### src/rtl/busseq_pkg.sv
package busseq_pkg;
  typedef enum logic [2:0] {
    ST_IDLE = 3'd0,
    ST_T1   = 3'd1,
    ST_T2   = 3'd2,
    ST_T3   = 3'd3,
    ST_TW   = 3'd4,
    ST_T4   = 3'd5
  } bus_state_e;
endpackage

### src/rtl/busseq_fsm.sv
module busseq_fsm
  import busseq_pkg::*;
(
  input  logic       clk_i,
  input  logic       rst_ni,
  input  logic       req_valid_i,
  input  logic       ready_i,
  output bus_state_e state_o,
  output logic       accept_o,
  output logic       capture_o
);
  bus_state_e state_q, state_d;

  assign accept_o  = (state_q == ST_IDLE) && req_valid_i;
  assign capture_o = ((state_q == ST_T3) || (state_q == ST_TW)) && ready_i;

  always_comb begin
    state_d = state_q;
    unique case (state_q)
      ST_IDLE: if (req_valid_i) state_d = ST_T1;
      ST_T1:   state_d = ST_T2;
      ST_T2:   state_d = ST_T3;
      ST_T3:   state_d = ready_i ? ST_T4 : ST_TW;
      ST_TW:   state_d = ready_i ? ST_T4 : ST_TW;
      ST_T4:   state_d = ST_IDLE;
      default: state_d = ST_IDLE;
    endcase
  end

  always_ff @(posedge clk_i or negedge rst_ni) begin
    if (!rst_ni) state_q <= ST_IDLE;
    else         state_q <= state_d;
  end

  assign state_o = state_q;
endmodule

### src/rtl/busseq_latch.sv
module busseq_latch #(
  parameter int ADDR_W    = 20,
  parameter int DATA_W    = 16,
  parameter int IO_ADDR_W = 16
) (
  input  logic              clk_i,
  input  logic              rst_ni,
  input  logic              accept_i,
  input  logic              capture_i,
  input  logic              is_mem_i,
  input  logic              is_write_i,
  input  logic [ADDR_W-1:0] addr_i,
  input  logic [1:0]        seg_i,
  input  logic              if_flag_i,
  input  logic [DATA_W-1:0] wdata_i,
  input  logic [DATA_W-1:0] bus_ad_i,
  output logic              is_mem_o,
  output logic              is_write_o,
  output logic [ADDR_W-1:0] addr_o,
  output logic [1:0]        seg_o,
  output logic              if_flag_o,
  output logic [DATA_W-1:0] wdata_o,
  output logic [DATA_W-1:0] rdata_o
);
  logic [ADDR_W-1:0] eff_addr;

  // I/O space keeps only the low address bits
  assign eff_addr = is_mem_i ? addr_i : ADDR_W'(addr_i[IO_ADDR_W-1:0]);

  always_ff @(posedge clk_i or negedge rst_ni) begin
    if (!rst_ni) begin
      is_mem_o   <= 1'b0;
      is_write_o <= 1'b0;
      addr_o     <= '0;
      seg_o      <= '0;
      if_flag_o  <= 1'b0;
      wdata_o    <= '0;
    end else if (accept_i) begin
      is_mem_o   <= is_mem_i;
      is_write_o <= is_write_i;
      addr_o     <= eff_addr;
      seg_o      <= seg_i;
      if_flag_o  <= if_flag_i;
      wdata_o    <= wdata_i;
    end
  end

  always_ff @(posedge clk_i or negedge rst_ni) begin
    if (!rst_ni)                       rdata_o <= '0;
    else if (capture_i && !is_write_o) rdata_o <= bus_ad_i;
  end
endmodule

### src/rtl/busseq_drive.sv
module busseq_drive
  import busseq_pkg::*;
#(
  parameter int ADDR_W = 20,
  parameter int DATA_W = 16,
  localparam int HI_W  = ADDR_W - DATA_W
) (
  input  bus_state_e        state_i,
  input  logic              is_mem_i,
  input  logic              is_write_i,
  input  logic [ADDR_W-1:0] addr_i,
  input  logic [1:0]        seg_i,
  input  logic              if_flag_i,
  input  logic [DATA_W-1:0] wdata_i,
  output logic [DATA_W-1:0] bus_ad_o,
  output logic              bus_ad_oe_o,
  output logic [HI_W-1:0]   bus_as_o,
  output logic              ale_o,
  output logic              m_io_o,
  output logic              dt_r_o,
  output logic              rd_no,
  output logic              wr_no,
  output logic              den_no
);
  logic in_t1, in_strobe, in_data, active;

  assign in_t1     = (state_i == ST_T1);
  assign in_strobe = (state_i == ST_T2) || (state_i == ST_T3) || (state_i == ST_TW);
  assign in_data   = in_strobe || (state_i == ST_T4);
  assign active    = (state_i != ST_IDLE);

  assign ale_o       = in_t1;
  assign m_io_o      = active && is_mem_i;
  assign dt_r_o      = active ? is_write_i : 1'b1;
  assign rd_no       = !(in_strobe && !is_write_i);
  assign wr_no       = !(in_strobe && is_write_i);
  assign den_no      = !in_strobe;
  assign bus_ad_oe_o = in_t1 || (in_data && is_write_i);

  always_comb begin
    bus_ad_o = '0;
    bus_as_o = '0;
    if (in_t1) begin
      bus_ad_o = addr_i[DATA_W-1:0];
      bus_as_o = addr_i[ADDR_W-1:DATA_W];
    end else if (in_data) begin
      if (is_write_i) bus_ad_o = wdata_i;
      // top status bit is zero by the extension
      bus_as_o = HI_W'({if_flag_i, seg_i});
    end
  end
endmodule

### src/rtl/busseq_top.sv
module busseq_top
  import busseq_pkg::*;
#(
  parameter int ADDR_W    = 20,
  parameter int DATA_W    = 16,
  parameter int IO_ADDR_W = 16,
  localparam int HI_W     = ADDR_W - DATA_W
) (
  input  logic              clk_i,
  input  logic              rst_ni,
  input  logic              req_valid_i,
  output logic              req_ready_o,
  input  logic              req_is_mem_i,
  input  logic              req_is_write_i,
  input  logic [ADDR_W-1:0] req_addr_i,
  input  logic [1:0]        req_seg_i,
  input  logic              req_if_flag_i,
  input  logic [DATA_W-1:0] req_wdata_i,
  input  logic              ready_i,
  output logic [DATA_W-1:0] bus_ad_o,
  output logic              bus_ad_oe_o,
  input  logic [DATA_W-1:0] bus_ad_i,
  output logic [HI_W-1:0]   bus_as_o,
  output logic              ale_o,
  output logic              m_io_o,
  output logic              dt_r_o,
  output logic              rd_no,
  output logic              wr_no,
  output logic              den_no,
  output logic [DATA_W-1:0] rdata_o,
  output logic              done_o
);
  bus_state_e        state;
  logic              accept, capture;
  logic              lat_mem, lat_wr, lat_if;
  logic [ADDR_W-1:0] lat_addr;
  logic [1:0]        lat_seg;
  logic [DATA_W-1:0] lat_wdata;

  busseq_fsm u_fsm (
    .clk_i       (clk_i),
    .rst_ni      (rst_ni),
    .req_valid_i (req_valid_i),
    .ready_i     (ready_i),
    .state_o     (state),
    .accept_o    (accept),
    .capture_o   (capture)
  );

  busseq_latch #(
    .ADDR_W    (ADDR_W),
    .DATA_W    (DATA_W),
    .IO_ADDR_W (IO_ADDR_W)
  ) u_latch (
    .clk_i      (clk_i),
    .rst_ni     (rst_ni),
    .accept_i   (accept),
    .capture_i  (capture),
    .is_mem_i   (req_is_mem_i),
    .is_write_i (req_is_write_i),
    .addr_i     (req_addr_i),
    .seg_i      (req_seg_i),
    .if_flag_i  (req_if_flag_i),
    .wdata_i    (req_wdata_i),
    .bus_ad_i   (bus_ad_i),
    .is_mem_o   (lat_mem),
    .is_write_o (lat_wr),
    .addr_o     (lat_addr),
    .seg_o      (lat_seg),
    .if_flag_o  (lat_if),
    .wdata_o    (lat_wdata),
    .rdata_o    (rdata_o)
  );

  busseq_drive #(
    .ADDR_W (ADDR_W),
    .DATA_W (DATA_W)
  ) u_drive (
    .state_i     (state),
    .is_mem_i    (lat_mem),
    .is_write_i  (lat_wr),
    .addr_i      (lat_addr),
    .seg_i       (lat_seg),
    .if_flag_i   (lat_if),
    .wdata_i     (lat_wdata),
    .bus_ad_o    (bus_ad_o),
    .bus_ad_oe_o (bus_ad_oe_o),
    .bus_as_o    (bus_as_o),
    .ale_o       (ale_o),
    .m_io_o      (m_io_o),
    .dt_r_o      (dt_r_o),
    .rd_no       (rd_no),
    .wr_no       (wr_no),
    .den_no      (den_no)
  );

  assign req_ready_o = (state == ST_IDLE);
  assign done_o      = (state == ST_T4);
endmodule

### config.mk
export PLATFORM = sky130hd
export DESIGN_NAME = busseq_top
export DESIGN_NICKNAME = d
export VERILOG_FILES = /design/src/rtl/busseq_pkg.sv /design/src/rtl/busseq_fsm.sv /design/src/rtl/busseq_latch.sv /design/src/rtl/busseq_drive.sv /design/src/rtl/busseq_top.sv
export SDC_FILE = /design/constraint.sdc
export NUM_CORES = 1
export LEC_CHECK = 0
export BUFFER_PORTS_ARGS = -buffer_cell sky130_fd_sc_hd__buf_4
export CAP_MARGIN = 20
export CORE_ASPECT_RATIO = 1.25
export CORE_MARGIN = 8
export CORE_UTILIZATION = 49
export CTS_CLUSTER_DIAMETER = 200
export DETAILED_ROUTE_END_ITERATION = 12
export GPL_TIMING_DRIVEN = 0
export PLACE_DENSITY = 0.8
export SYNTH_ARGS = -nofsm -noshare
export SYNTH_HDL_FRONTEND = slang
export SYNTH_SLANG_ARGS = --single-unit
### constraint.sdc
create_clock -name clk_i -period 2.2 [get_ports clk_i]
set_input_delay 0.22 -clock clk_i [delete_from_list [all_inputs] [get_ports clk_i]]
set_output_delay 0.22 -clock clk_i [all_outputs]
set_load 0.005 [all_outputs]
# [Word-level counts from Yosys, hierarchy flattened]
# Index checks and enable logic that the tools add are counted.
[totals] inputBits=61 reg_bits=60 word_cells=43 out_inout_bits=45
[classes] reduce_logical=19 muxes=10 n_eq_ne=6
[ops] cell="2-to-1 mux 16 bit" n=3
[ops] cell="2-to-1 mux 20 bit" n=1
[ops] cell="one-hot mux 3 bit (4 select lines)" n=1
[ops] cell="logical AND 1 bit" n=7
[ops] cell="equality test 3 x 2 -> 1 bit, second input constant" n=2
[ops] cell="equality test 3 bit, second input constant" n=2
[ops] cell="2-to-1 mux 3 bit" n=2
[ops] cell="logical OR 1 bit" n=5
[ops] cell="logical NOT 1 bit" n=4
[ops] cell="2-to-1 mux 4 bit" n=1
[ops] cell="equality test 3 x 1 -> 1 bit, second input constant" n=1
[ops] cell="logical NOT 3 bit" n=1
[ops] cell="nonzero test 3 bit" n=1
[ops] cell="2-to-1 mux 1 bit" n=2
[ops] cell="inequality test 2 bit, second input constant" n=1
[ops] cell="OR reduction 2 bit" n=1

# [Logic depth before layout (Yosys ltp)]
# Gate-level depths: netlist of the first run.
[depth] depth_word=6 mapped_depth=6 depth_no_buf=3

# [By module]
# Synthesis of the first run repeated with hierarchy kept, for this count alone.
[hier_totals] cells_unflattened=251 area_unflattened_um2=3181.8
[modules_own_cells] module="busseq_latch" area_each_um2=2177.1 cells_per_inst=130 seq_area_each_um2=1426.4 n_inst=1
[modules_own_cells] module="busseq_drive" area_each_um2=823.3 cells_per_inst=104 seq_area_each_um2=0.0 n_inst=1
[modules_own_cells] module="busseq_fsm" area_each_um2=167.7 cells_per_inst=15 seq_area_each_um2=75.1 n_inst=1
[modules_own_cells] module="busseq_top" area_each_um2=13.8 cells_per_inst=2 seq_area_each_um2=0.0 n_inst=1

# [Least setup slack after synthesis of the first run]
# OpenSTA, ideal clock, no wires.
[synth_path] path_kind="reg2reg" startpoint="reg u_fsm.state_q[0] (netlist: u_fsm.state_o[0])" endpoint="reg u_latch.rdata_o[10]" setup_ps=125 path_stages_with_launch=6 path_buffers=2 required_time_ps=2075 period_less_slack_ps=1748 arrival_time_ps=1623 path_slack_ps=452 path_cell_list="dfrtp_1 buf_6 or3b_1 a21oi_4 buf_6 mux2_2"
[synth_between] elab_chain_cells=4 word_cells_on_any_way=5 cone_classes="eq/ne: 2; reduce/logical: 3"
[synth_rtl] item="start, declared" line="busseq_fsm.sv:12" source="bus_state_e state_q, state_d;"
[synth_rtl] item="start signal, assigned" line="busseq_fsm.sv:32" source="else state_q <= state_d;"
[synth_rtl] item="equality test 3 x 2 -> 1 bit or equality test 3 bit (tied branches)" line="busseq_fsm.sv:15" source="assign capture_o = ((state_q == ST_T3) || (state_q == ST_TW)) && ready_i;"
[synth_rtl] item="logical OR 1 bit (*)" line="busseq_fsm.sv:15"
[synth_rtl] item="logical AND 1 bit (*)" line="busseq_fsm.sv:15"
[synth_rtl] item="logical AND 1 bit (*)" line="busseq_latch.sv:50" source="else if (capture_i && !is_write_o) rdata_o <= bus_ad_i;"
[synth_rtl] item="end signal, assigned" line="busseq_latch.sv:50"
[synth_rtl] item="end, declared" line="busseq_latch.sv:23" source="output logic [DATA_W-1:0] rdata_o"
# Every way passes the cells marked *; elsewhere a longest branch is shown, timed or not.
# A chain may end at the register's enable or synchronous reset.

# [Final worst setup path of the first run]
[layout_path] startpoint="reg u_fsm.state_q[1] (netlist: u_fsm.state_o[1])" endpoint="out bus_ad_o[7]"
[layout_between] elab_chain_cells=6 word_cells_on_any_way=10 cone_classes="eq/ne: 5; mux: 2; reduce/logical: 3"
[layout_rtl] item="equality test 3 x 2 -> 1 bit" line="busseq_drive.sv:28" source="assign in_strobe = (state_i == ST_T2) || (state_i == ST_T3) || (state_i == ST_TW);"
[layout_rtl] item="logical OR 1 bit (2 in series)" line="busseq_drive.sv:28"
[layout_rtl] item="logical OR 1 bit" line="busseq_drive.sv:29" source="assign in_data = in_strobe || (state_i == ST_T4);"
[layout_rtl] item="2-to-1 mux 16 bit" line="busseq_drive.sv:46" source="end else if (in_data) begin"
[layout_rtl] item="2-to-1 mux 16 bit (*)" line="busseq_drive.sv:43" source="if (in_t1) begin"
[layout_rtl] item="end, declared" line="busseq_top.sv:20" source="output logic [DATA_W-1:0] bus_ad_o,"
# Marks and branches as above.

==> key figures, run 1 <==
Setup path
  – Crit Path Max Fanout: 10
  – Crit. End Element: primary output
  – Critical Path Source Type: flip-flop
  – CP Data Arrival Time: 1.89 ns
  – Data required time at the worst endpoint: about 2 ns
  – Startpoint-to-endpoint class of the critical path: reg -> out

Logic synthesis
  – Netlist Area Pre-Place: between 2000 and 3000 um2
  – Share of synthesized area spent on multiplexers: between 20% and 30%
  – Largest family of logic cells by synthesized area: multiplexers
  – Cells after synthesis: approximately 190
  – Average cell area after synthesis: ~14 um2
  – Complex-gate fraction of the synthesized area: between 9 and 10%
  – Basic-gate share of the synthesized area counting and, or, nand and nor cells: 6.14%
  – Number of distinct library cell variants in the gate-level netlist after synthesis: 25
  – XOR/XNOR Fraction of Synth Area: less than 1%
  – Synth Area in Adders: 0%
  – Net count of the mapped netlist: around 250
  – Total of flip-flops plus latches after synthesis: 60
  – Yosys warning count: 0
  – Share of the yosys chip area belonging to registers: 54.6%

Place
  – Post-detail-place hpwl: ~4900 um
  – Number of placed cells counting well taps: 360
  – Buffers on Ports: ~110
  – Global placer's final weighted congestion: 0.766

Floorplanning
  – Number of cell rows: 30
  – Die outline width: between 80 and 90 um
  – IO Pins: 106
  – Initial Utilization: between 50 and 60%
  – Area of the die: about 8300 um2
  – Vertical die dimension: 99.7 um
  – Core Region: approximately 5400 um2

STA
  – Highest Clock Rate: approximately 0.48 GHz
  – Slew Limit Fails: 0
  – Slew HR: roughly half
  – Final critical-path required period: around 2.1 ns
  – Endpoints failing hold: 0
  – Final worst-path cycle share: approximately 96%
  – TNS Setup: 0 ns
  – # setup viols final: 0
  – Worst-case clock skew: 0.0136 ns
  – Worst-Margin Slew: 0.749 ns

Final layout
  – Multi-input gate area in the final layout: 1160 um2
  – Antenna fix cells: 0
  – Utilization of the core after routing: about 71%
  – Final cell count without fillers: ~380
  – Leading cell type in the layout, fill and taps excluded: buf_4
  – Final nets: 370
  – Total area of sequential cells: 1500 um2
  – Layout overhead on the synthesized area: 40.8%
  – Filler cell count: just under 400
  – Fraction of layout instances using a drive strength above 1: just over 60%
  – Most frequent cells in the layout: buf_4 (109), dfrtp_1 (59), mux2_4 (32), mux2_2 (21), a22o_1 (16)

Pwr
  – Power per cell area: 1480 nW/um2
  – Combinational power share: ~47%
  – Static leakage power: a little under 2 nW
  – Switching portion of total power: about 30%
  – Power share of the clock group: 17.7%
  – Net Switching: around 1.7 mW
  – Fraction of power consumed by sequential logic: 35.2%
  – Worst IR drop on VDD: ~0.69 mV
  – Internal power of the cells: between 4 and 5 mW

Routing
  – Routed length per instance: around 18 um
  – Wire length reported by the detailed router: approximately 6600 um
  – Drt first-iter violations: 50
  – DRC viols: 0
  – Average vias per placed instance: slightly above 5
  – Number of nets with antenna violations after routing: 0
  – Initial DRT Pass Iterations: 4
  – Overall via count from detail_route: around 1900

Status
  – Result of the run: finished clean

CTS
  – Source-to-sink clock delay at the later pin of the worst-skew pair: roughly 0.33 ns
  – Number of clock sinks: 60
  – Total clock buffers created by CTS: 9
  – Clock Path Buffers: 2
  – TritonCTS clock tree: yes
  – Clock H-tree levels: 3
  – Clock transition at the registers of the reported paths: roughly 0.070 ns
  – Root Driver: clkbuf_8

Hold path
  – HP Class: in -> reg

Global route
  – Total routing usage reported by global routing: about 16%
  – Overall overflow remaining after global route: 0
  – Vias in the first global route: 2167
  – Maximum number of pins on one net before global-route repair: 61
  – Initial antenna violation count: 0
  – Wire length of the first global-routing pass: between 10000 and 15000 um

Run
  – Max-capacitance violation count: 0
cells in the mapped netlist (all sizes together):
master,count,area share [%]
nor2,3,0.41
xnor2,1,0.32
nor3,1,0.18
nor3b,1,0.27
a21oi,2,0.77
or4b,1,0.50
or3b,1,0.32
nand2b,1,0.23
and2,2,0.46
a2bb2oi,1,0.32
nand2,14,1.9
dfrtp,60,55
clkbuf,1,0.14
a22o,16,5.1
a22oi,3,0.82
buf,11,3.6
mux2,53,26
nor2b,5,1.1
nand3b,1,0.27
o21a,1,0.27
or2,2,0.46
o21ai,10,1.8
state kept, by name, summed over array words and instances, names as in the netlist:
register            cells
u_latch.is_write_o      1
u_latch.is_mem_o        1
u_latch.addr_o         20
u_latch.rdata_o        16
u_latch.if_flag_o       1
u_latch.wdata_o        16
u_latch.seg_o           2
u_fsm.state_o           3
through the flow:
stage | hold WS [ns] | setup WS (ns) | total power [mW] | instance area [um2]
final | 0.114 | 0.0948 | 5.72 | 3870
after global routing | 0.106 | -0.0139 | 6.08 | 3870
after CTS | 0.102 | 0.00197 | 5.73 | 3840
after detailed placement | 0.337 | 0.152 | 4.68 | 3620
after global placement | 0.333 | 0.172 | 4.59 | 3620
after floorplan | -0.0756 | 0.452 | 3.52 | 2750
per-layer routing:
| metal | track usage [%] | part of all wire, % | vias to the layer above | routed length [um] |
|---|---|---|---|---|
| li1 | - | - | 917 | - |
| met3 | 4.58 | 5.2 | 8 | 345 |
| met4 | 7.72 | 1.6 | 0 | 105 |
| met5 | 0 | 0 | - | 0 |
| met1 | 19.9 | 43 | 960 | 2860 |
| met2 | 25.4 | 50 | 61 | 3330 |
cell families (layout without fill, tap and decap cells):
group                  after synthesis  in the layout
AO/OA/AOI/OAI                       33             33
flip-flops                          60             60
AND/OR/NAND/NOR                     32             32
multiplexers                        53             53
XOR/XNOR                             1              1
buffers and inverters               12            134
power groups by stage:
stage	combinational, mW	clock (mW)	sequential (mW)
after floorplan	1.59	0	1.94
after global placement	2.62	0	1.98
after detailed placement	2.67	0	2.01
after CTS	2.70	1.03	2.00
after global routing	2.90	1.09	2.09
final	2.70	1.01	2.01
timing repair:
| action | 4_1_cts | 5_1_grt |
|---|---|---|
| endpoints found under the setup margin | 11 | 12 |
| cloned | 0 | 0 |
| hold buffers | 1 | 0 |
| setup buffers | 0 | 1 |
| endpoints found under the hold margin | 60 | 0 |
| resized for setup | 5 | 8 |
| pin swaps | 0 | 1 |
final timing paths:
| path | start | to | slack [ns] | cells past startpoint |
|---|---|---|---|---|
| worst max-delay path | u_fsm.state_o[1]$_DFFE_PN0P_ | bus_ad_o[7] | 0.09 | 6 |
| worst min-delay path | bus_ad_i[1] | u_latch.rdata_o[1]$_DFFE_PN0P_ | 0.11 | 2 |
| worst max register to register | u_fsm.state_o[0]$_DFFE_PN0P_ | u_latch.rdata_o[7]$_DFFE_PN0P_ | 0.32 | 5 |
| worst min register to register | u_latch.addr_o[19]$_DFFE_PN0P_ | u_latch.addr_o[19]$_DFFE_PN0P_ | 0.49 | 2 |
| max in group asynchronous | rst_ni | u_fsm.state_o[1]$_DFFE_PN0P_ | 1.16 | 2 |
| min in group asynchronous | rst_ni | u_latch.if_flag_o$_DFFE_PN0P_ | 0.50 | 2 |
cell type report:
| cell class | instances | share of cell area [%] |
|---|---|---|
| clock buffers | 14 | 4.46 |
| plain buffers | 12 | 2.94 |
| clock inverters | 1 | 0.776 |
| flip-flops and latches | 60 | 38.8 |
| repair buffers | 107 | 20.8 |
| multi-input cells | 119 | 30.1 |
| well taps | 64 | 2.07 |
critical path, stage by stage (launching register included):
cell     delay, ns
dfrtp_2       0.46
buf_4         0.19
nor2b_2       0.17
o21a_4        0.23
buf_4         0.18
a22o_1        0.20
buf_4         0.14
(Power assumes the default switching activity.)
==> inputs of run 2 (changes only) <==
--- a/config.mk
+++ b/config.mk
@@ -5,6 +5,7 @@
 export SDC_FILE = /design/constraint.sdc
 export NUM_CORES = 1
 export LEC_CHECK = 0
+export ABC_AREA = 1
 export BUFFER_PORTS_ARGS = -buffer_cell sky130_fd_sc_hd__buf_4
 export CAP_MARGIN = 20
 export CORE_ASPECT_RATIO = 1.25
==> run 2 against run 1 <==
Net effect:
- flip-flop and latch count is the same
- synthesized area grew 2.3%
- die area grew 1.9%
- worst setup slack gained 0.19 ns
- global-route usage grew 3.4 points
- sequential share of layout area shrank 0.43 points
- via count grew 39%
- maximum frequency grew 9.8%
- clock skew shrank 0.0064 ns
- critical path depth grew 1
- total power shrank 5.7%
==> key figures, run 2 <==
Hold path
  – Hold Path Depth: 3 (+1)
  – HP Class: in -> reg
  – Launch point of the worst hold path: req_addr_i[9]

Global route
  – Met1 Use GR: 21.4% (+1.6 points)
  – Initial antenna violation count: 0 (unchanged)
  – Met2 global-route usage: 33.0% (+7.6 points)
  – Maximum number of pins on one net before global-route repair: 61 (unchanged)
  – Vias in the first global route: 2931 (+35%)
  – Met3 layer usage reported by global route: 6.55% (+2.0 points)
  – Overall overflow remaining after global route: 0 (unchanged)
  – Wire length of the first global-routing pass: 13400 um (+23%)
  – Total routing usage reported by global routing: 19.5% (+3.4 points)
  – Most used routing layer in global routing: met2

Final layout
  – Antenna fix cells: 0 (unchanged)
  – Fraction of layout instances using a drive strength above 1: 29.0% (-33 points)
  – Number of flip-flops under the largest register name: 20 (unchanged)
  – Leading cell type in the layout, fill and taps excluded: nand2_1
  – Largest regs: u_latch.addr_o x20, u_latch.rdata_o x16, u_latch.wdata_o x16
  – Most frequent cells in the layout: nand2_1 (230), buf_4 (110), dfrtp_1 (60), inv_1 (29), nand3_1 (24)
  – Final nets: 552 (+49%)
  – Layout overhead on the synthesized area: 39.0%
  – Post-route standard cell area excluding fillers: 3910 um2 (+1.0%)
  – Largest reg by FF count: u_latch.addr_o
  – Filler cell count: 510 (+30%)

Pwr
  – Static leakage power: 2.41 nW (+23%)
  – Power per cell area: 1380 nW/um2 (-6.7%)
  – Worst IR drop on VDD: 0.721 mV (+4.7%)

Place
  – Global placer's final weighted congestion: 0.800 (+4.4%)
  – Buffers on Ports: 105 (unchanged)
  – Post-detail-place hpwl: 5940 um (+21%)
  – Placed Area: 3680 um2 (+1.8%)

Logic synthesis
  – Cells after synthesis: 374 (+96%)
  – Top post-synthesis cells by count: nand2_1 (230), dfrtp_1 (60), inv_1 (29), nand3_1 (24), buf_2 (7)
  – Net count of the mapped netlist: 435 (+73%)
  – Average cell area after synthesis: 7.52 um2 (-48%)
  – Share of the yosys chip area belonging to registers: 53.4% (-1.2 points)
  – Area fraction of the dominant cell type after synthesis: 53.4% (-1.2 points)
  – Cell taking the most area after synthesis: dfrtp_1
  – Yosys warning count: 0 (unchanged)
  – Prevailing post-synth register cell: dfrtp_1
  – Share of async-settable or async-resettable flops after synthesis: 100% (unchanged)
  – Number of distinct library cell variants in the gate-level netlist after synthesis: 14 (-44%)
  – Total of flip-flops plus latches after synthesis: 60 (unchanged)
  – Top cells by area, synth: dfrtp_1 (53%), nand2_1 (31%), nand3_1 (4.3%)
  – Most frequent cell after synthesis: nand2_1
  – Number of enable flip-flop cells after synthesis: 0 (unchanged)
  – Netlist Area Pre-Place: 2810 um2 (+2.3%)

CTS
  – Clock Path Buffers: 2 (unchanged)
  – Total clock buffers created by CTS: 9 (unchanged)
  – Source-to-sink clock delay at the later pin of the worst-skew pair: 0.34 ns (about the same)
  – Number of clock sinks: 60 (unchanged)
  – TritonCTS clock tree: yes
  – Post-CTS Resized: 0 (-5)
  – Root Driver: clkbuf_8
  – Post-CTS Setup Bufs: 0 (unchanged)
  – Clock transition at the registers of the reported paths: 0.06 ns (about the same)
  – Clock H-tree levels: 3 (unchanged)

Setup path
  – Termination of the worst setup path: bus_ad_o[8]
  – Data required time at the worst endpoint: 1.98 ns (about the same)
  – Start point of the critical path: u_fsm.state_o[1]$_DFFE_PN0P_
  – Crit Path Max Fanout: 10 (unchanged)
  – Buffers and inverters on the worst path: 2 (-1)
  – Crit. End Element: primary output
  – CP max stage delay: 0.45 ns (about the same)
  – Slack of the worst reg-to-reg path: 0.84 ns (+0.52 ns)
  – Startpoint of the most critical register-to-register path: u_fsm.state_o[0]$_DFFE_PN0P_
  – Critical-path top delay cell: dfrtp_1
  – Critical Path Source Type: flip-flop
  – Startpoint-to-endpoint class of the critical path: reg -> out
  – Capture instance of the worst register-to-register path: u_latch.rdata_o[13]$_DFFE_PN0P_
  – Largest delay share family, worst path: flip-flops
  – Cell type with the highest occurrence count on the critical path: nand2_1
  – Critical path cell sequence: o21ai_0, nand2_1, nand2_1, buf_2, nand2_1, nand2_1, buf_4
  – CP Data Arrival Time: 1.70 ns (-0.19 ns)
  – Worst reg2reg path depth: 7 (+2)
  – Depth of the critical timing path with buffers and inverters included: 7 (+1)

Run
  – Max-capacitance violation count: 0 (unchanged)

Floorplanning
  – Die outline width: 83.8 um (+0.93%)
  – IO Pins: 106 (unchanged)
  – Number of cell rows: 31 (+3.3%)
  – Area of the die: 8440 um2 (+1.9%)
  – Core Region: 5660 um2 (+4.0%)
  – Initial Utilization: 49.7% (-0.84 points)
  – Vertical die dimension: 101 um (+0.97%)

STA
  – Worst-case clock skew: 0.00713 ns (-0.00642 ns)
  – Highest Clock Rate: 0.521 GHz (+9.8%)
  – Endpoints failing hold: 0 (unchanged)
  – Final critical-path required period: 1.92 ns (-0.187 ns)
  – # setup viols final: 0 (unchanged)
  – Final worst-path cycle share: 87.2% (-8.5 points)
  – TNS Setup: 0 ns (unchanged)
  – Unrepaired setup endpoints after global routing: no
  – Minimum hold slack: 0.0817 ns (-0.0319 ns)
  – Slew HR: 49.9% (-0.13 points)
  – Slew Limit Fails: 0 (unchanged)
  – Worst-Margin Slew: 0.751 ns (+0.00198 ns)

Routing
  – Wire length reported by the detailed router: 7780 um (+17%)
  – Average vias per placed instance: 4.81 (-6.8%)
  – Initial DRT Pass Iterations: 4 (unchanged)
  – Drt first-iter violations: 145 (+190%)
  – Overall via count from detail_route: 2703 (+39%)
  – Number of nets with antenna violations after routing: 0 (unchanged)
  – Routed length per instance: 13.8 um (-21%)
  – DRC viols: 0 (unchanged)

Status
  – Result of the run: finished clean
==> run 2: cell count changes after synthesis, sizes merged, moves of 3 or more <==
| cell | previous run | this run |
|---|---|---|
| a22o | 16 | 0 |
| nor2 | 3 | 7 |
| a22oi | 3 | 0 |
| o21ai | 10 | 3 |
| nor2b | 5 | 0 |
| inv | 0 | 30 |
| nand2 | 14 | 233 |
| nand3 | 0 | 24 |
| buf | 11 | 17 |
| mux2 | 53 | 0 |
==> run 2: repair_timing <==
item / CTS / global route
endpoints found under the setup margin: 0 / 0
endpoints found under the hold margin: 60 / 0
hold buffers: 1 / 0
==> run 2: area by class of cell <==
cell class / count / area (um2) / area share, %
flip-flops and latches: 60 / 1500 / 38.4
multi-input cells: 267 / 1070 / 27.4
repair buffers: 106 / 798 / 20.4
clock buffers: 11 / 141 / 3.62
plain buffers: 17 / 129 / 3.30
inverters: 30 / 113 / 2.88
well taps: 66 / 82.6 / 2.11
clock inverters: 5 / 75.1 / 1.92
==> run 2: logic make-up after synthesis <==
group           count (synthesis)  share of synthesized area [%]
simple gates                  264                           37.5
flops                          60                           53.4
buf+inv                        47                           8.58
compound gates                  3                          0.534
==> run 2: through the flow <==
step | utilization [%] | power, mW | cells | setup WS [ns]
final | 69.0 | 5.39 | 562 | 0.282
after global placement | 65.0 | 4.25 | 545 | 0.710
after global routing | 69.0 | 5.86 | 562 | 0.116
after CTS | 69.0 | 5.45 | 562 | 0.239
after floorplan | - | 3.20 | 374 | 0.962
after detailed placement | 65.0 | 4.36 | 545 | 0.658
==> run 2: how the worst min path moves through the flow <==
stage	end	slack, ns
floorplan	u_fsm.state_o[0]$_DFFE_PN0P_	-0.08
global placement	u_latch.rdata_o[0]$_DFFE_PN0P_	0.33
detailed placement	u_latch.rdata_o[2]$_DFFE_PN0P_	0.34
CTS	u_latch.addr_o[1]$_DFFE_PN0P_	0.07
global route	u_latch.addr_o[1]$_DFFE_PN0P_	0.08
finish	u_latch.addr_o[9]$_DFFE_PN0P_	0.08
==> run 2: routing by layer <==
| layer | part of all wire (%) | up-vias |
|---|---|---|
| li1 | - | 1345 |
| met1 | 41 | 1242 |
| met2 | 48 | 104 |
| met3 | 9.0 | 12 |
| met4 | 1.4 | 0 |
| met5 | 0 | - |
==> run 2: worst register-to-register path: stages, from the launching register on <==
cell and delay, ns:
dfrtp_1 0.43, nor2_2 0.17, nand2_1 0.08, nand2_2 0.18, nand2_4 0.11, buf_6 0.16
nand2_1 0.07, nand2_1 0.06
==> run 2: report_power, final <==
part           switching, mW  internal (mW)  leakage [nW]  total [mW]
Combinational           1.32           1.08          1.55        2.40
Sequential             0.285           1.62         0.752        1.90
Clock                  0.417          0.663         0.113        1.08
==> inputs of run 3 (changes only) <==
--- a/config.mk
+++ b/config.mk
@@ -9,11 +9,9 @@
 export BUFFER_PORTS_ARGS = -buffer_cell sky130_fd_sc_hd__buf_4
 export CAP_MARGIN = 20
 export CORE_ASPECT_RATIO = 1.25
-export CORE_MARGIN = 8
 export CORE_UTILIZATION = 49
 export CTS_CLUSTER_DIAMETER = 200
 export DETAILED_ROUTE_END_ITERATION = 12
-export GPL_TIMING_DRIVEN = 0
 export PLACE_DENSITY = 0.8
 export SYNTH_ARGS = -nofsm -noshare
 export SYNTH_HDL_FRONTEND = slang
==> run 3 against run 2 <==
Net effect:
- worst setup slack got worse by 0.031 ns
- maximum frequency decreased by 1.6%
- count of clock-buffer cells in the layout increased by 1
- utilization increased by 0.79 points
- final cell count decreased by 2.7%
- final area decreased by 2.1%
- combinational power decreased by 10%
- sequential share of layout area increased by 0.83 points
- flip-flop and latch count unchanged
- register-to-register slack got worse by 0.21 ns
- die area decreased by 28%
- clock skew decreased by 0.0023 ns
==> key figures, run 3 (synthesis results as in run 2) <==
Status
  – Result of the run: finished clean

CTS
  – Source-to-sink clock delay at the later pin of the worst-skew pair: 0.34 ns (about the same)
  – Number of clock sinks: 60 (unchanged)
  – TritonCTS clock tree: yes
  – Total clock buffers created by CTS: 9 (unchanged)
  – Clock Path Buffers: 2 (unchanged)
  – Clock transition at the registers of the reported paths: 0.07 ns (about the same)
  – Root Driver: clkbuf_8
  – Clock H-tree levels: 3 (unchanged)
  – Post-CTS Resized: 0 (unchanged)

Floorplanning
  – Area of the die: 6050 um2 (-28%)
  – Vertical die dimension: 86.7 um (-14%)
  – Core Region: 5480 um2 (-3.2%)
  – Die outline width: 69.8 um (-17%)
  – Number of cell rows: 30 (-3.2%)
  – IO Pins: 106 (unchanged)
  – Initial Utilization: 51.3% (+1.7 points)

Setup path
  – Critical Path Source Type: flip-flop
  – Startpoint-to-endpoint class of the critical path: reg -> out
  – CP Data Arrival Time: 1.73 ns (+0.03 ns)
  – Crit. End Element: primary output
  – Crit Path Max Fanout: 20 (+10)
  – Data required time at the worst endpoint: 1.98 ns (about the same)

STA
  – Worst-case clock skew: 0.00483 ns (-0.00231 ns)
  – Final worst-path cycle share: 88.6% (+1.4 points)
  – Slew Limit Fails: 0 (unchanged)
  – # setup viols final: 0 (unchanged)
  – TNS Setup: 0 ns (unchanged)
  – Worst-Margin Slew: 0.740 ns (-0.0107 ns)
  – Unrepaired setup endpoints after global routing: no
  – Highest Clock Rate: 0.513 GHz (-1.6%)
  – Slew HR: 50.7% (+0.71 points)
  – Final critical-path required period: 1.95 ns (+0.0307 ns)
  – Endpoints failing hold: 0 (unchanged)

Routing
  – Overall via count from detail_route: 2596 (-4.0%)
  – Initial DRT Pass Iterations: 5 (+1)
  – DRC viols: 0 (unchanged)
  – Number of nets with antenna violations after routing: 0 (unchanged)
  – Drt first-iter violations: 125 (-14%)
  – Average vias per placed instance: 4.75 (-1.3%)
  – Wire length reported by the detailed router: 6650 um (-15%)
  – Routed length per instance: 12.2 um (-12%)

Final layout
  – Largest reg by FF count: u_latch.addr_o
  – Leading cell type in the layout, fill and taps excluded: nand2_1
  – Antenna fix cells: 0 (unchanged)
  – Largest regs: u_latch.addr_o x20, u_latch.rdata_o x16, u_latch.wdata_o x16
  – Fraction of layout instances using a drive strength above 1: 27.3% (-1.7 points)
  – Number of flip-flops under the largest register name: 20 (unchanged)
  – Layout overhead on the synthesized area: 36.1%
  – Final nets: 539 (-2.4%)
  – Most frequent cells in the layout: nand2_1 (230), buf_4 (109), dfrtp_1 (60), inv_1 (29), nand3_1 (24)
  – Post-route standard cell area excluding fillers: 3830 um2 (-2.1%)
  – Filler cell count: 481 (-5.7%)

Global route
  – Vias in the first global route: 2571 (-12%)
  – Maximum number of pins on one net before global-route repair: 61 (unchanged)
  – Overall overflow remaining after global route: 0 (unchanged)
  – Most used routing layer in global routing: met2
  – Total routing usage reported by global routing: 23.4% (+3.9 points)
  – Met1 Use GR: 27.4% (+6.0 points)
  – Initial antenna violation count: 0 (unchanged)
  – Met2 global-route usage: 40.7% (+7.7 points)
  – Wire length of the first global-routing pass: 11100 um (-17%)
  – Met3 layer usage reported by global route: 5.12% (-1.4 points)

Place
  – Global placer's final weighted congestion: 0.774 (-3.3%)
  – Buffers on Ports: 105 (unchanged)
  – Post-detail-place hpwl: 4700 um (-21%)
  – Placed Area: 3580 um2 (-2.8%)

Pwr
  – Power per cell area: 1370 nW/um2 (-0.26%)
  – Static leakage power: 2.35 nW (-2.4%)
  – Worst IR drop on VDD: 0.760 mV (+5.4%)

Run
  – Max-capacitance violation count: 0 (unchanged)

Hold path
  – HP Class: in -> reg
run 3: cell types whose count changed in the layout (fill, tap and decap cells not counted), sizes merged:
cell    change
buf        -13
clkbuf      +1
clkinv      -1
run 3: layer usage:
metal	up-vias	part of all wire [%]
li1	1318	-
met1	1167	41
met2	102	50
met3	9	7.1
met4	0	1.5
met5	-	0
run 3: power breakdown:
| part | total, mW | leakage (nW) | switching, mW | internal (mW) |
|---|---|---|---|---|
| Combinational | 2.15 | 1.48 | 1.18 | 0.978 |
| Clock | 1.15 | 0.122 | 0.427 | 0.726 |
| Sequential | 1.95 | 0.752 | 0.334 | 1.62 |
| Total | 5.26 | 2.35 | 1.94 | 3.32 |
run 3: final timing paths:
kind | startpoint | endpoint | slack [ns] | cells after the start
min in group asynchronous | rst_ni | u_latch.rdata_o[13]$_DFFE_PN0P_ | 0.49 | 2
max reg2reg | u_fsm.state_o[1]$_DFFE_PN0P_ | u_latch.wdata_o[11]$_DFFE_PN0P_ | 0.63 | 6
min reg2reg | u_latch.rdata_o[7]$_DFFE_PN0P_ | u_latch.rdata_o[7]$_DFFE_PN0P_ | 0.47 | 2
max in group asynchronous | rst_ni | u_latch.wdata_o[14]$_DFFE_PN0P_ | 1.22 | 2
min | req_addr_i[7] | u_latch.addr_o[7]$_DFFE_PN0P_ | 0.08 | 3
max | u_fsm.state_o[1]$_DFFE_PN0P_ | bus_ad_o[6] | 0.25 | 7
run 3: through the flow:
stage	power [mW]	hold slack, ns	util [%]	std cells	worst slack [ns]
after floorplan	3.20	-0.0756	-	374	0.962
after global placement	4.07	0.334	65.4	530	0.687
after detailed placement	4.15	0.335	65.4	530	0.614
after CTS	5.31	0.0675	69.8	547	0.236
after global routing	5.69	0.0716	69.8	547	0.108
final	5.26	0.0762	69.8	547	0.251
run 3: area by class of cell:
cell class | count | area [um2] | area share (%)
Timing Repair Buffer | 110 | 828 | 21.6
Clock inverter | 4 | 70.1 | 1.83
Sequential cell | 60 | 1500 | 39.2
Clock buffer | 12 | 165 | 4.32
Multi-Input combinational cell | 267 | 1070 | 28.0
Inverter | 30 | 113 | 2.94
Tap cell | 64 | 80.1 | 2.09
run 3: worst max-delay path: stages (launching register included):
cell	delay, ns
dfrtp_1	0.44
o21ai_0	0.20
nand2_1	0.13
nand2_1	0.08
buf_4	0.24
nand2_1	0.10
nand2_1	0.08
buf_4	0.11
run 3: timing repair:
item | CTS | global route
setup buffers | 0 | 0
hold endpoints to repair | 60 | 0
hold buffers | 1 | 0
